[src/rtl/mac_ctrl_pkg.sv]
package mac_ctrl_pkg;
  localparam int CTRL_RST_BIT = 0;
  localparam int CTRL_EN_BIT  = 1;
endpackage

[src/rtl/mcs_rst_seq.sv]
module mcs_rst_seq #(
  parameter int CYCLES = 8
) (
  input  logic clk,
  input  logic rst,
  input  logic start,
  output logic busy
);
  localparam int CW = (CYCLES > 1) ? $clog2(CYCLES) : 1;

  logic [CW-1:0] cnt;
  logic          busy_q;

  always_ff @(posedge clk) begin
    if (rst) begin
      busy_q <= 1'b0;
      cnt    <= '0;
    end else if (start && !busy_q) begin
      busy_q <= 1'b1;
      cnt    <= CW'(CYCLES - 1);
    end else if (busy_q) begin
      if (cnt == '0) busy_q <= 1'b0;
      else           cnt    <= cnt - 1'b1;
    end
  end

  assign busy = busy_q;

  int unsigned run_len;
  always_ff @(posedge clk) begin
    if (rst)         run_len <= 0;
    else if (busy_q) run_len <= run_len + 1;
    else             run_len <= 0;
  end

  AST_BUSY_WINDOW: assert property (@(posedge clk) disable iff (rst)
    $fell(busy_q) |-> (run_len == CYCLES));
endmodule

[src/rtl/mcs_tx_drain.sv]
module mcs_tx_drain (
  input  logic clk,
  input  logic rst,
  input  logic cancel,
  input  logic disable_evt,
  input  logic tx_frame,
  input  logic tx_abort_ack,
  output logic abort_req,
  output logic ptr_rst
);
  logic abort_q, ptr_q;

  always_ff @(posedge clk) begin
    if (rst || cancel) begin
      abort_q <= 1'b0;
      ptr_q   <= 1'b0;
    end else if (disable_evt) begin
      abort_q <= tx_frame;
      ptr_q   <= !tx_frame;
    end else if (abort_q && tx_abort_ack) begin
      abort_q <= 1'b0;
      ptr_q   <= 1'b1;
    end else begin
      ptr_q   <= 1'b0;
    end
  end

  assign abort_req = abort_q;
  assign ptr_rst   = ptr_q;

  AST_PTR_ONE_CYCLE: assert property (@(posedge clk) disable iff (rst)
    ptr_q |=> !ptr_q);
  AST_NO_PTR_WHILE_ABORT: assert property (@(posedge clk) disable iff (rst)
    abort_q |-> !ptr_q);
endmodule

[src/rtl/mac_ctrl_seq.sv]
module mac_ctrl_seq
  import mac_ctrl_pkg::*;
#(
  parameter int DATA_W     = 32,
  parameter int RST_CYCLES = 8
) (
  input  logic              clk,
  input  logic              rst,
  input  logic              wr_en,
  input  logic [DATA_W-1:0] wr_data,
  output logic [DATA_W-1:0] rd_data,
  input  logic              bus_err,
  input  logic              tx_frame,
  input  logic              tx_abort_ack,
  output logic              mac_en,
  output logic              tx_run,
  output logic              abort_req,
  output logic              ptr_rst,
  output logic              regs_rst,
  output logic              busy
);
  logic en_q;
  logic seq_busy;
  logic start_rst;
  logic wr_ctl;
  logic disable_evt;

  assign start_rst   = wr_en && !seq_busy && wr_data[CTRL_RST_BIT];
  assign wr_ctl      = wr_en && !seq_busy && !abort_req && !wr_data[CTRL_RST_BIT];
  assign disable_evt = en_q && !start_rst &&
                       (bus_err || (wr_ctl && !wr_data[CTRL_EN_BIT]));

  always_ff @(posedge clk) begin
    if (rst)            en_q <= 1'b0;
    else if (start_rst) en_q <= 1'b0;
    else if (bus_err)   en_q <= 1'b0;
    else if (wr_ctl)    en_q <= wr_data[CTRL_EN_BIT];
  end

  mcs_rst_seq #(.CYCLES(RST_CYCLES)) u_seq (
    .clk   (clk),
    .rst   (rst),
    .start (start_rst),
    .busy  (seq_busy)
  );

  mcs_tx_drain u_drain (
    .clk          (clk),
    .rst          (rst),
    .cancel       (start_rst),
    .disable_evt  (disable_evt),
    .tx_frame     (tx_frame),
    .tx_abort_ack (tx_abort_ack),
    .abort_req    (abort_req),
    .ptr_rst      (ptr_rst)
  );

  always_comb begin
    rd_data               = '0;
    rd_data[CTRL_EN_BIT]  = en_q;
    rd_data[CTRL_RST_BIT] = seq_busy;
  end

  assign mac_en   = en_q;
  assign tx_run   = en_q || abort_req;
  assign regs_rst = seq_busy;
  assign busy     = seq_busy;

  AST_RST_WINS: assert property (@(posedge clk) disable iff (rst)
    start_rst |=> (!mac_en && busy));
  AST_BERR_CLEARS: assert property (@(posedge clk) disable iff (rst)
    bus_err |=> !mac_en);
  AST_BUSY_NO_EN: assert property (@(posedge clk) disable iff (rst)
    busy |-> !mac_en);
  AST_ABORT_HOLDS_TX: assert property (@(posedge clk) disable iff (rst)
    abort_req |-> tx_run);
  AST_PENDING_LOCK: assert property (@(posedge clk) disable iff (rst)
    (abort_req && !tx_abort_ack && !(wr_en && wr_data[CTRL_RST_BIT]))
      |=> (abort_req && !mac_en));
endmodule

[config.mk]
export PLATFORM = sky130hd
export DESIGN_NAME = mac_ctrl_seq
export DESIGN_NICKNAME = d
export VERILOG_FILES = /design/src/rtl/mac_ctrl_pkg.sv /design/src/rtl/mcs_rst_seq.sv /design/src/rtl/mcs_tx_drain.sv /design/src/rtl/mac_ctrl_seq.sv
export SDC_FILE = /design/constraint.sdc
export NUM_CORES = 1
export LEC_CHECK = 0
export BUFFER_PORTS_ARGS = -buffer_cell sky130_fd_sc_hd__buf_4
export CORE_MARGIN = 5
export CORE_UTILIZATION = 32
export CTS_CLUSTER_DIAMETER = 150
export CTS_CLUSTER_SIZE = 40
export DETAILED_ROUTE_END_ITERATION = 8
export GPL_ROUTABILITY_DRIVEN = 0
export PLACE_DENSITY = 0.88
export SYNTH_ARGS = -nofsm -noshare
export SYNTH_HDL_FRONTEND = slang
export SYNTH_SLANG_ARGS = --single-unit
[constraint.sdc]
create_clock -name clk -period 1.24 [get_ports clk]
set_input_delay 0.248 -clock clk [delete_from_list [all_inputs] [get_ports clk]]
set_output_delay 0.248 -clock clk [all_outputs]
set_load 0.01 [all_outputs]
## Word level (Yosys, flattened, before mapping)

Index checks and enable logic that the tools add are counted.
Widths: inputs -> output; s select.

- Flip-flop bits (word level): 7
- Latch bits: 0
- Memory bits (writable): 0
- Memory bits (read-only): 0
- Input port bits: 38
- Output and inout bits: 38
- Logic and storage cells: 40
- Memories: 0

- Add/sub/neg operators: 1
- $mul: 0
- Div/mod/pow operators: 0
- Magnitude comparators: 0
- Eq/ne operators: 1
- Shift-type cells: 0
- Muxes and demuxes: 10
- Bitwise gates (word level): 0
- Reduce and logical (&&, ||, !) cells: 23

Operator list:

| cell | count |
|---|---|
| $logic_and 1x1->1 | 9 |
| $mux 3 | 3 |
| $mux 1 | 7 |
| $logic_not 1->1 | 6 |
| $reduce_bool 2->1 | 2 |
| $logic_not 3->1 | 1 |
| $logic_or 1x1->1 | 3 |
| $reduce_or 3->1 | 1 |
| $sub 3x1->3 const B | 1 |
| $ne 2x1->1 const B | 1 |
| $reduce_and 2->1 | 1 |

## Logic depth before layout (Yosys ltp)

Gate-level depths: netlist of the first run.

- Depth after elaboration: 8
- Mapped depth: 5
- Mapped depth without buffers: 5

## Hierarchy

A second synthesis of the first run with hierarchy kept.

- Cell total of the unflattened synthesis: 74
- Area, all modules: 628.1 um^2

Modules (own cells, without submodules):

| module | instances | cells an instance | area an instance (um^2) | sequential area each (um^2) |
|---|---|---|---|---|
| mac_ctrl_seq | 1 | 45 | 349.1 | 20.0 |
| mcs_rst_seq | 1 | 21 | 191.4 | 80.1 |
| mcs_tx_drain | 1 | 8 | 87.6 | 40.0 |

## Worst setup path before layout of the first run

No wires, ideal clock.

- Path type: register -> register
- From: reg u_seq.busy_q (netlist: u_seq.busy)
- To: reg u_drain.ptr_q (netlist: u_drain.ptr_rst)
- Setup time: 74 ps
- Arrival: 1113 ps
- Required time: 1166 ps
- Slack: 53 ps
- Cell stages (with the launch flop): 4
- Buffers on the path: 0
- Period minus slack after synthesis: 1187 ps
- Cells stage by stage: dfxtp_1 -> and3b_1 -> or2_4 -> a31oi_2

- Longest elaborated chain between the ends: 8
- Elaborated cells on any way between the ends: 12
- Those cells by class: mux: 1; reduce/logical: 11

RTL lines:

| item | line | text |
|---|---|---|
| start: declaration | mcs_rst_seq.sv:12 | `logic busy_q;` |
| start signal: assignment | mcs_rst_seq.sv:16 | `busy_q <= 1'b0;` |
| start signal: assignment | mcs_rst_seq.sv:19 | `busy_q <= 1'b1;` |
| start signal: assignment | mcs_rst_seq.sv:22 | `if (cnt == '0) busy_q <= 1'b0;` |
| $logic_not 1->1 * | mac_ctrl_seq.sv:28, mac_ctrl_seq.sv:29 |  |
| $logic_and 1x1->1 * | mac_ctrl_seq.sv:28, mac_ctrl_seq.sv:29 |  |
| $logic_and 1x1->1 (2 in series) | mac_ctrl_seq.sv:29 | `assign wr_ctl = wr_en && !seq_busy && !abort_req && !wr_data[CTRL_RST_BIT];` |
| $logic_and 1x1->1 | mac_ctrl_seq.sv:31 | `(bus_err \|\| (wr_ctl && !wr_data[CTRL_EN_BIT]));` |
| $logic_or 1x1->1 | mac_ctrl_seq.sv:31 |  |
| $logic_and 1x1->1 | mac_ctrl_seq.sv:30 | `assign disable_evt = en_q && !start_rst &&` |
| $mux 1 | mcs_tx_drain.sv:17 | `end else if (disable_evt) begin` |
| end signal: assignment | mcs_tx_drain.sv:19 | `ptr_q <= !tx_frame;` |
| end: declaration | mcs_tx_drain.sv:11 | `logic abort_q, ptr_q;` |

Every way passes the cells marked *; elsewhere a longest branch is shown, timed or not.
A chain may end at the register's enable or synchronous reset.

## Worst setup path after layout of the first run

- From: reg u_drain.abort_q (netlist: u_drain.abort_req)
- To: out tx_run

- Longest elaborated chain between the ends: 1

RTL lines:

| item | line | text |
|---|---|---|
| start: declaration | mcs_tx_drain.sv:11 |  |
| start signal: assignment | mcs_tx_drain.sv:18 | `abort_q <= tx_frame;` |
| $logic_or 1x1->1 | mac_ctrl_seq.sv:65 | `assign tx_run = en_q \|\| abort_req;` |
| end: declaration | mac_ctrl_seq.sv:16 | `output logic tx_run,` |

No other way between the ends.

==> impl_metrics.prom, run 1 <==
# TYPE chip_impl_metric gauge
chip_impl_metric{name="fp.coreArea",unit="um2"} 1922
chip_impl_metric{name="route.detailed.wl_per_inst",unit="um"} 8.907
chip_impl_info{name="status",value="completed"} 1
chip_impl_metric{name="post_route_cells_drive_above_1_share",unit=""} 0.3516
chip_impl_metric{name="drv.max_cap_violation_count",unit=""} 0
chip_impl_metric{name="grt_pass1_vias",unit=""} 391
chip_impl_metric{name="avg_cell_area_syn",unit="um2"} 8.758
chip_impl_metric{name="drc",unit=""} 0
chip_impl_metric{name="clock_path_buffers",unit=""} 2
chip_impl_metric{name="instances_no_fill",unit=""} 118
chip_impl_info{name="critical_path.startpoint_type",value="register"} 1
chip_impl_metric{name="placement.cell_area",unit="um2"} 653.1
chip_impl_metric{name="timing.hold.ws",unit="ps"} 162.9
chip_impl_metric{name="min_period_over_period",unit=""} 0.9599
chip_impl_metric{name="final.setup_skew",unit="ps"} 4.282
chip_impl_metric{name="setup-violations-final",unit=""} 0
chip_impl_metric{name="pin_count_of_the_biggest_net_entering_global_routing",unit=""} 9
chip_impl_metric{name="route.final.wire_length",unit="um"} 1051
chip_impl_info{name="grt_setup_unrepaired",value="false"} 1
chip_impl_metric{name="total_die_area",unit="um2"} 2958
chip_impl_metric{name="grt.total_usage",unit=""} 0.07389
chip_impl_metric{name="clkLatencyLatePin",unit="ps"} 250
chip_impl_metric{name="fp.dieH",unit="um"} 54.39
chip_impl_metric{name="io_buffer_count",unit=""} 15
chip_impl_metric{name="cp_slowest_stage_delay",unit="ps"} 360
chip_impl_info{name="hold_class",value="in2reg"} 1
chip_impl_metric{name="achievable-frequency",unit="MHz"} 840.1
chip_impl_metric{name="drt_first_pass_iters",unit=""} 4
chip_impl_metric{name="h-tree-depth",unit=""} 1
chip_impl_metric{name="place_inst",unit=""} 112
chip_impl_metric{name="fin_tns_setup",unit="ps"} 0
chip_impl_metric{name="area_delta_synth_final",unit="%"} 12.50
chip_impl_metric{name="yosys_warnings",unit=""} 0
chip_impl_info{name="crit_path_end_kind",value="primary output"} 1
chip_impl_metric{name="number_of_pins_exceeding_their_max_slew_limit_in_the_final_report",unit=""} 0
chip_impl_metric{name="cts.sink_count",unit=""} 7
chip_impl_metric{name="dr_total_vias",unit=""} 432
chip_impl_metric{name="io_pins",unit=""} 76
chip_impl_metric{name="die_width",unit="um"} 54.39
chip_impl_metric{name="routed_vias_inst",unit=""} 3.661
chip_impl_metric{name="synth_cell_types",unit=""} 25
chip_impl_metric{name="netlist_area",unit="um2"} 630.6
chip_impl_info{name="cpMaxStageDelayCell",value="dfxtp_4"} 1
chip_impl_info{name="cts-root-buf",value="clkbuf_4"} 1
chip_impl_metric{name="grt_pass1_wl",unit="um"} 1545
chip_impl_metric{name="number_of_clock_buffers_inserted_by_tritoncts",unit=""} 3
chip_impl_metric{name="vdd_ir_drop_max",unit="V"} 0.0002810
chip_impl_metric{name="insertedDiodeCount",unit=""} 0
chip_impl_metric{name="post_synthesis_sequential_area_ratio",unit=""} 0.2222
chip_impl_metric{name="postSynthCellCount",unit=""} 72
chip_impl_info{name="critical-path-top-delay-family",value="flip-flops"} 1
chip_impl_metric{name="leakage_power_of_the_design",unit="nW"} 0.3458
chip_impl_metric{name="worst_ep_required_time",unit="ps"} 990
chip_impl_metric{name="dr.first_iter.drc_count",unit=""} 9
chip_impl_info{name="tritoncts",value="built"} 1
chip_impl_metric{name="floorplan.initialDensity",unit=""} 0.3281
chip_impl_metric{name="final.min_clock_period",unit="ps"} 1190
chip_impl_metric{name="core.rowCount",unit=""} 16
chip_impl_metric{name="synthDominantCellAreaShare",unit=""} 0.3929
chip_impl_metric{name="number_of_antenna_violating_nets_in_the_routed_design",unit=""} 0
chip_impl_metric{name="number_of_antenna_violations_at_the_first_check_in_global_routing",unit=""} 0
chip_impl_metric{name="power_per_cell_area",unit="nW/um2"} 872.0
chip_impl_info{name="worstPathCellList",value="or2_1 -> buf_6"} 1
chip_impl_metric{name="finalHoldViolations",unit=""} 0
chip_impl_metric{name="final_design_area_no_fill",unit="um2"} 709.4
chip_impl_metric{name="clk_transition_reported_paths",unit="ps"} 50
chip_impl_info{name="path_class",value="reg2out"} 1
chip_impl_metric{name="globalRoute.totalOverflow",unit=""} 0
chip_impl_info{name="synth_area_leaders",value="buf_4, dfxtp_1, a31oi_2, ha_1, nor4b_4"} 1
chip_impl_metric{name="detailed_place_hpwl",unit="um"} 889.4
chip_impl_metric{name="path_buf_inv",unit=""} 1
chip_impl_metric{name="synth.ff_latch_count",unit=""} 7
chip_impl_info{name="final_cell_mix",value="conb_1, buf_4, dfxtp_1, nor2_1, clkbuf_4"} 1
chip_impl_info{name="yosys.area.top_type",value="buf_4"} 1
chip_impl_metric{name="worst_ep_arrival_time",unit="ps"} 940
chip_impl_metric{name="critPathMaxFanout",unit=""} 5
chip_impl_metric{name="nets",unit=""} 132
chip_impl_info{name="layout_commonest_cell",value="conb_1"} 1
==> cells in the mapped netlist <==
master    count
or2_4         1
nand3b_1      1
a31o_1        1
a311oi_1      1
ha_1          2
a21oi_1       3
mux2i_1       1
nand2b_1      1
conb_1        1
inv_1         2
nand4b_1      1
nor3b_1       1
nand2_1       2
or2_2         1
or2_1         1
nor4b_4       1
nor2_1        3
a31o_2        1
dfxtp_1       7
nand3_1       2
a31oi_2       2
a21boi_0      1
and3b_1       1
buf_4        33
nor3_2        1
==> registers in the layout, summed over array words and instances, names as in the netlist <==
register,flops
u_seq.busy,1
mac_en,1
u_seq.cnt,3
u_drain.abort_req,1
u_drain.ptr_rst,1
==> kinds of logic (layout without fill, tap and decap cells) <==
logic type	Yosys count	count (layout)	synth area share
other	1	30	0.005947
buffers and inverters	35	25	0.4048
AND/OR/NAND/NOR	17	17	0.1945
AO/OA/AOI/OAI	9	9	0.1171
adder cells (fa/ha/maj)	2	2	0.03968
flip-flops	7	7	0.2222
multiplexers	1	1	0.01587
==> layer usage <==
metal | routed length, um | global-route usage | part of all wire | up-vias
li1 | - | - | - | 217
met1 | 422 | 0.08943 | 0.40 | 188
met2 | 487 | 0.09960 | 0.46 | 27
met3 | 142 | 0.01907 | 0.14 | 0
met4 | 0 | 0.07884 | 0 | 0
met5 | 0 | 0 | 0 | -
==> final timing paths <==
path / endpoint / cells past startpoint / slack [ps] / start
setup reg to reg: u_seq.cnt[0] / 5 / 100 / u_seq.cnt[0]
hold / removal: mac_en / 2 / 160 / bus_err
hold reg to reg: u_seq.cnt[1] / 2 / 490 / u_seq.cnt[1]
setup / recovery: tx_run / 2 / 50 / u_drain.abort_req
==> report_power, final <==
group          leakage, nW  switching, W  total (W)  internal (W)
sequential          0.0589    0.00000793   0.000242      0.000234
clock               0.0150     0.0000876   0.000211      0.000123
combinational        0.272      0.000102   0.000166     0.0000641
total                0.346      0.000197   0.000619      0.000421
==> repair_timing <==
action	in CTS	in global routing
hold buffers	0	0
gates resized for setup	2	4
hold endpoints to repair	0	0
setup buffers	0	2
setup endpoints to repair	1	3
pin swaps	0	1
==> through the flow <==
step | util | power [W] | setup WS, ps
floorplan | - | 0.0004302 | 52.81
global placement | 0.3398 | 0.0004020 | 108.8
detailed placement | 0.3398 | 0.0004082 | 82.53
CTS | 0.3548 | 0.0006238 | 21.56
global route | 0.3691 | 0.0006649 | 0.1550
finish | 0.3691 | 0.0006186 | 49.73
==> layout make-up <==
type                       count  area, um2
fill                         209       1212
multi-input combinational     59      347.8
sequential                     7      147.6
timing repair buffer          19      146.4
tap                           27      33.78
clock buffer                   4      26.28
inverter                       2      7.507
Note: power is estimated with default switching activity, not from simulation.
==> run 2: changes to the inputs <==
--- a/config.mk
+++ b/config.mk
@@ -13,6 +13,7 @@
 export DETAILED_ROUTE_END_ITERATION = 8
 export GPL_ROUTABILITY_DRIVEN = 0
 export PLACE_DENSITY = 0.88
+export REMOVE_ABC_BUFFERS = 1
 export SYNTH_ARGS = -nofsm -noshare
 export SYNTH_HDL_FRONTEND = slang
 export SYNTH_SLANG_ARGS = --single-unit
==> impl_metrics.prom, run 2 (same netlist as run 1, synthesis figures left out) <==
# TYPE chip_impl_metric gauge
chip_impl_info{name="status",value="completed"} 1
chip_impl_metric{name="drc",unit=""} 0
chip_impl_metric{name="floorplan.initialDensity",unit=""} 0.3281
chip_impl_metric{name="number_of_antenna_violating_nets_in_the_routed_design",unit=""} 0
chip_impl_info{name="top_register",value="u_seq.cnt"} 1
chip_impl_metric{name="total_die_area",unit="um2"} 2958
chip_impl_info{name="global_route.peak_usage_layer",value="met2"} 1
chip_impl_metric{name="grt.met2_usage",unit=""} 0.1195
chip_impl_metric{name="number_of_clock_buffers_inserted_by_tritoncts",unit=""} 3
chip_impl_metric{name="min_period_over_period",unit=""} 0.9675
chip_impl_metric{name="post-cts-setup-buffers",unit=""} 0
chip_impl_metric{name="achievable-frequency",unit="MHz"} 833.5
chip_impl_metric{name="number_of_pins_exceeding_their_max_slew_limit_in_the_final_report",unit=""} 0
chip_impl_metric{name="io_pins",unit=""} 76
chip_impl_metric{name="grt_use_met3",unit=""} 0.02725
chip_impl_info{name="layout_commonest_cell",value="conb_1"} 1
chip_impl_metric{name="fp.coreArea",unit="um2"} 1922
chip_impl_metric{name="drv.max_cap_violation_count",unit=""} 0
chip_impl_metric{name="globalRoute.totalOverflow",unit=""} 0
chip_impl_info{name="grt_setup_unrepaired",value="false"} 1
chip_impl_metric{name="route.final.wire_length",unit="um"} 1123
chip_impl_metric{name="worst_ep_arrival_time",unit="ps"} 950
chip_impl_metric{name="core.rowCount",unit=""} 16
chip_impl_metric{name="leakage_power_of_the_design",unit="nW"} 0.3287
chip_impl_metric{name="number_of_antenna_violations_at_the_first_check_in_global_routing",unit=""} 0
chip_impl_metric{name="route.detailed.wl_per_inst",unit="um"} 9.765
chip_impl_info{name="worstPathCellList",value="or2_1 -> buf_4"} 1
chip_impl_metric{name="grt.total_usage",unit=""} 0.06937
chip_impl_metric{name="power_per_cell_area",unit="nW/um2"} 891.2
chip_impl_metric{name="drt_first_pass_iters",unit=""} 3
chip_impl_metric{name="grt_pass1_wl",unit="um"} 1462
chip_impl_metric{name="cp_slowest_stage_delay",unit="ps"} 350
chip_impl_metric{name="post_route_cells_drive_above_1_share",unit=""} 0.3409
chip_impl_metric{name="clkLatencyLatePin",unit="ps"} 240
chip_impl_metric{name="area_delta_synth_final",unit="%"} 7.738
chip_impl_metric{name="die_width",unit="um"} 54.39
chip_impl_metric{name="fp.dieH",unit="um"} 54.39
chip_impl_info{name="path_class",value="reg2out"} 1
chip_impl_info{name="cpMaxStageDelayCell",value="dfxtp_2"} 1
chip_impl_info{name="hold_class",value="in2reg"} 1
chip_impl_metric{name="pin_count_of_the_biggest_net_entering_global_routing",unit=""} 9
chip_impl_metric{name="grt_pass1_vias",unit=""} 366
chip_impl_metric{name="insertedDiodeCount",unit=""} 0
chip_impl_metric{name="post_cts_hold_buffer_count",unit=""} 0
chip_impl_info{name="crit_path_end_kind",value="primary output"} 1
chip_impl_metric{name="critPathMaxFanout",unit=""} 5
chip_impl_info{name="cts-root-buf",value="clkbuf_4"} 1
chip_impl_metric{name="finalHoldViolations",unit=""} 0
chip_impl_metric{name="nets",unit=""} 129
chip_impl_metric{name="fin_tns_setup",unit="ps"} 0
chip_impl_metric{name="worst_ep_required_time",unit="ps"} 990
chip_impl_metric{name="dr.first_iter.drc_count",unit=""} 2
chip_impl_metric{name="io_buffer_count",unit=""} 15
chip_impl_metric{name="routed_vias_inst",unit=""} 3.774
chip_impl_metric{name="clk_transition_reported_paths",unit="ps"} 50
chip_impl_info{name="final_cell_mix",value="conb_1, buf_4, dfxtp_1"} 1
chip_impl_metric{name="final.setup_skew",unit="ps"} 1.598
chip_impl_metric{name="cts.sink_count",unit=""} 7
chip_impl_metric{name="number_of_flip_flops_in_the_largest_register",unit=""} 3
chip_impl_metric{name="dr_total_vias",unit=""} 434
chip_impl_info{name="tritoncts",value="built"} 1
chip_impl_metric{name="clock_path_buffers",unit=""} 2
chip_impl_metric{name="final.min_clock_period",unit="ps"} 1200
chip_impl_metric{name="setup-violations-final",unit=""} 0
chip_impl_metric{name="h-tree-depth",unit=""} 1
chip_impl_metric{name="vdd_ir_drop_max",unit="V"} 0.0003522
chip_impl_info{name="critical_path.startpoint_type",value="register"} 1
chip_impl_metric{name="finish.utilization",unit=""} 0.3535
chip_impl_metric{name="met1_usage",unit=""} 0.07154
run 2: final timing paths:
check | start | cells after the start | slack (ps) | endpoint
worst max-delay path | u_drain.abort_req | 2 | 40 | tx_run
worst min register to register | u_seq.cnt[1] | 2 | 490 | u_seq.cnt[1]
worst min-delay path | bus_err | 2 | 180 | mac_en
worst max register to register | u_seq.cnt[0] | 5 | 110 | u_seq.cnt[0]
run 2: metrics by stage:
| step | hold slack [ps] | area [um2] | worst slack (ps) | total power (W) | cells |
|---|---|---|---|---|---|
| 6_report | 179.4 | 679.4 | 40.25 | 0.0006055 | 115 |
| 5_1_grt | 171.9 | 679.4 | 1.502 | 0.0006431 | 115 |
| 4_1_cts | 171.0 | 674.4 | 19.67 | 0.0006109 | 115 |
| 3_5_place_dp | 439.9 | 645.6 | 63.69 | 0.0004096 | 111 |
| 3_3_place_gp | 429.5 | 645.6 | 109.3 | 0.0004002 | 111 |
| 2_1_floorplan | 317.3 | 491.7 | -55.99 | 0.0003535 | 68 |
run 2: layout make-up:
class / instances / area (um2)
Sequential cell: 7 / 143.9
Inverter: 2 / 7.507
Clock buffer: 4 / 26.28
Multi-Input combinational cell: 59 / 347.8
Tap cell: 27 / 33.78
Timing Repair Buffer: 16 / 120.1
Fill cell: 210 / 1242
run 2: what timing repair did:
item                       4_1_cts  5_1_grt
resized for setup                2        2
hold endpoints to repair         0        0
setup endpoints to repair        1        5
run 2: critical path: cells and delay by family (launching register included):
family | cells | cell delay [ps]
AND/OR/NAND/NOR | 1 | 230
flip-flops | 1 | 350
buffers and inverters | 1 | 140
run 2: metal layers:
layer | part of all wire | routed length (um)
met5 | 0 | 0
met4 | 0 | 0
met3 | 0.12 | 135
met2 | 0.53 | 597
met1 | 0.35 | 390
run 2: power by group:
part | leakage [nW] | switching, W | total (W) | internal, W
Sequential | 0.0587 | 0.00000939 | 0.000248 | 0.000239
Combinational | 0.255 | 0.000102 | 0.000162 | 0.0000607
Clock | 0.0150 | 0.0000725 | 0.000195 | 0.000122
Total | 0.329 | 0.000184 | 0.000605 | 0.000422
==> run 3: changes to the inputs <==
--- a/config.mk
+++ b/config.mk
@@ -12,7 +12,7 @@
 export CTS_CLUSTER_SIZE = 40
 export DETAILED_ROUTE_END_ITERATION = 8
 export GPL_ROUTABILITY_DRIVEN = 0
-export PLACE_DENSITY = 0.88
+export PLACE_DENSITY = 0.78
 export REMOVE_ABC_BUFFERS = 1
 export SYNTH_ARGS = -nofsm -noshare
 export SYNTH_HDL_FRONTEND = slang
==> impl_metrics.prom, run 3 (same netlist as run 1, synthesis figures left out) <==
# TYPE chip_impl_metric gauge
chip_impl_info{name="status",value="completed"} 1
chip_impl_metric{name="post_cts_hold_buffer_count",unit=""} 0
chip_impl_metric{name="clkLatencyLatePin",unit="ps"} 250
chip_impl_metric{name="number_of_antenna_violating_nets_in_the_routed_design",unit=""} 0
chip_impl_metric{name="fp.coreArea",unit="um2"} 1922
chip_impl_metric{name="vdd_ir_drop_max",unit="V"} 0.0003727
chip_impl_metric{name="cts.sink_count",unit=""} 7
chip_impl_metric{name="grt_pass1_vias",unit=""} 368
chip_impl_metric{name="io_buffer_count",unit=""} 15
chip_impl_info{name="path_class",value="reg2out"} 1
chip_impl_info{name="final_cell_mix",value="conb_1, buf_4, dfxtp_1, nor2_1, clkbuf_4"} 1
chip_impl_metric{name="drt_first_pass_iters",unit=""} 3
chip_impl_info{name="cts-root-buf",value="clkbuf_4"} 1
chip_impl_metric{name="dr_total_vias",unit=""} 432
chip_impl_info{name="critical_path.startpoint_type",value="register"} 1
chip_impl_info{name="tritoncts",value="built"} 1
chip_impl_metric{name="dr_wl_met3",unit="um"} 128
chip_impl_metric{name="final_design_area_no_fill",unit="um2"} 714.4
chip_impl_metric{name="grt.total_usage",unit=""} 0.07840
chip_impl_metric{name="route.final.wire_length",unit="um"} 1127
chip_impl_info{name="worst_r2r_startpoint",value="u_seq.cnt[0]"} 1
chip_impl_metric{name="fp.dieH",unit="um"} 54.39
chip_impl_info{name="hold_class",value="in2reg"} 1
chip_impl_metric{name="globalRoute.totalOverflow",unit=""} 0
chip_impl_metric{name="worst_ep_arrival_time",unit="ps"} 950
chip_impl_info{name="layout_commonest_cell",value="conb_1"} 1
chip_impl_metric{name="drc",unit=""} 0
chip_impl_metric{name="area_delta_synth_final",unit="%"} 13.29
chip_impl_metric{name="worst_ep_required_time",unit="ps"} 990
chip_impl_metric{name="leakage_power_of_the_design",unit="nW"} 0.3480
chip_impl_metric{name="min_period_over_period",unit=""} 0.9676
chip_impl_metric{name="core.rowCount",unit=""} 16
chip_impl_metric{name="grt_pass1_wl",unit="um"} 1580
chip_impl_metric{name="h-tree-depth",unit=""} 1
chip_impl_info{name="worstReg2RegEnd",value="u_seq.cnt[0]"} 1
chip_impl_metric{name="setup.reg_to_reg.worst_slack",unit="ps"} 80
chip_impl_metric{name="routed_vias_inst",unit=""} 3.661
chip_impl_metric{name="placement.cell_area",unit="um2"} 645.6
chip_impl_metric{name="io_pins",unit=""} 76
chip_impl_metric{name="number_of_antenna_violations_at_the_first_check_in_global_routing",unit=""} 0
chip_impl_metric{name="number_of_flip_flops_in_the_largest_register",unit=""} 3
chip_impl_metric{name="die_width",unit="um"} 54.39
chip_impl_metric{name="dr.first_iter.drc_count",unit=""} 5
chip_impl_metric{name="number_of_pins_exceeding_their_max_slew_limit_in_the_final_report",unit=""} 0
chip_impl_metric{name="post_route_cells_drive_above_1_share",unit=""} 0.3846
chip_impl_info{name="highest-signal-layer",value="met3"} 1
chip_impl_metric{name="final.min_clock_period",unit="ps"} 1200
chip_impl_metric{name="nets",unit=""} 132
chip_impl_info{name="top_register",value="u_seq.cnt"} 1
chip_impl_metric{name="finalHoldViolations",unit=""} 0
chip_impl_metric{name="drv.max_cap_violation_count",unit=""} 0
chip_impl_metric{name="design_power",unit="W"} 0.0006188
chip_impl_info{name="grt_setup_unrepaired",value="false"} 1
chip_impl_metric{name="detailed_place_hpwl",unit="um"} 929.8
chip_impl_info{name="crit_path_end_kind",value="primary output"} 1
chip_impl_metric{name="setup-violations-final",unit=""} 0
chip_impl_metric{name="final.setup_skew",unit="ps"} 1.635
chip_impl_info{name="worstSetupEndpoint",value="tx_run"} 1
chip_impl_metric{name="number_of_clock_buffers_inserted_by_tritoncts",unit=""} 3
chip_impl_metric{name="insertedDiodeCount",unit=""} 0
chip_impl_metric{name="critPathMaxFanout",unit=""} 5
chip_impl_metric{name="routed-wl-met2",unit="um"} 575
chip_impl_metric{name="clk_transition_reported_paths",unit="ps"} 50
chip_impl_metric{name="pin_count_of_the_biggest_net_entering_global_routing",unit=""} 9
chip_impl_metric{name="power_per_cell_area",unit="nW/um2"} 866.1
chip_impl_metric{name="r2r.worst_path.cells",unit=""} 5
chip_impl_info{name="setup.worst_path.start",value="u_drain.abort_req"} 1
chip_impl_metric{name="total_die_area",unit="um2"} 2958
chip_impl_metric{name="clock_path_buffers",unit=""} 2
chip_impl_metric{name="met1_wl",unit="um"} 424
chip_impl_metric{name="achievable-frequency",unit="MHz"} 833.5
chip_impl_metric{name="floorplan.initialDensity",unit=""} 0.3281
chip_impl_metric{name="route.detailed.wl_per_inst",unit="um"} 9.551
## run 3: how the worst min path moves through the flow
stage | end | cells past startpoint | slack [ps] | start
final | mac_en | 2 | 160 | bus_err
after global placement | mac_en | 2 | 430 | bus_err
after CTS | mac_en | 2 | 150 | bus_err
after detailed placement | mac_en | 2 | 430 | bus_err
after floorplan | mac_en | 1 | 320 | bus_err
after global routing | mac_en | 2 | 150 | bus_err
## run 3: report_power, final
part	internal, W	switching [W]
Sequential	0.000235	0.00000839
Clock	0.000118	0.0000917
Combinational	0.0000635	0.000102
## run 3: repair_timing
item / CTS / global route
gates cloned: 0 / 0
setup endpoints to repair: 4 / 4
buffers inserted: 0 / 3
pin swaps: 0 / 1
resized for setup: 3 / 5
## run 3: worst max-delay path, stage by stage, from the launching register on
cell	delay, ps
dfxtp_4	360
or2_1	220
buf_6	120
## run 3: layer usage
layer  up-vias  track usage
li1        214            -
met1       193      0.07805
met2        25       0.1335
met3         0      0.04905
met4         0      0.02490
met5         -            0
## run 3: per-stage QoR
stage          instances    util  setup TNS (ps)  hold WS (ps)  setup WS, ps
6_report             118  0.3717               0         159.6         40.21
5_1_grt              118  0.3717               0         154.5         1.661
4_1_cts              115  0.3522               0         146.2         3.805
3_5_place_dp         111  0.3359               0         433.1         71.08
3_3_place_gp         111  0.3359               0         430.4         109.3
2_1_floorplan         68       -          -134.6         317.3        -55.99
## run 3: final cells by class
class | count | area (um2)
fill | 218 | 1207
multi-input combinational | 59 | 350.3
clock buffer | 3 | 22.52
timing repair buffer | 19 | 146.4
clock inverter | 1 | 5.005
inverter | 2 | 7.507
sequential | 7 | 148.9
tap | 27 | 33.78
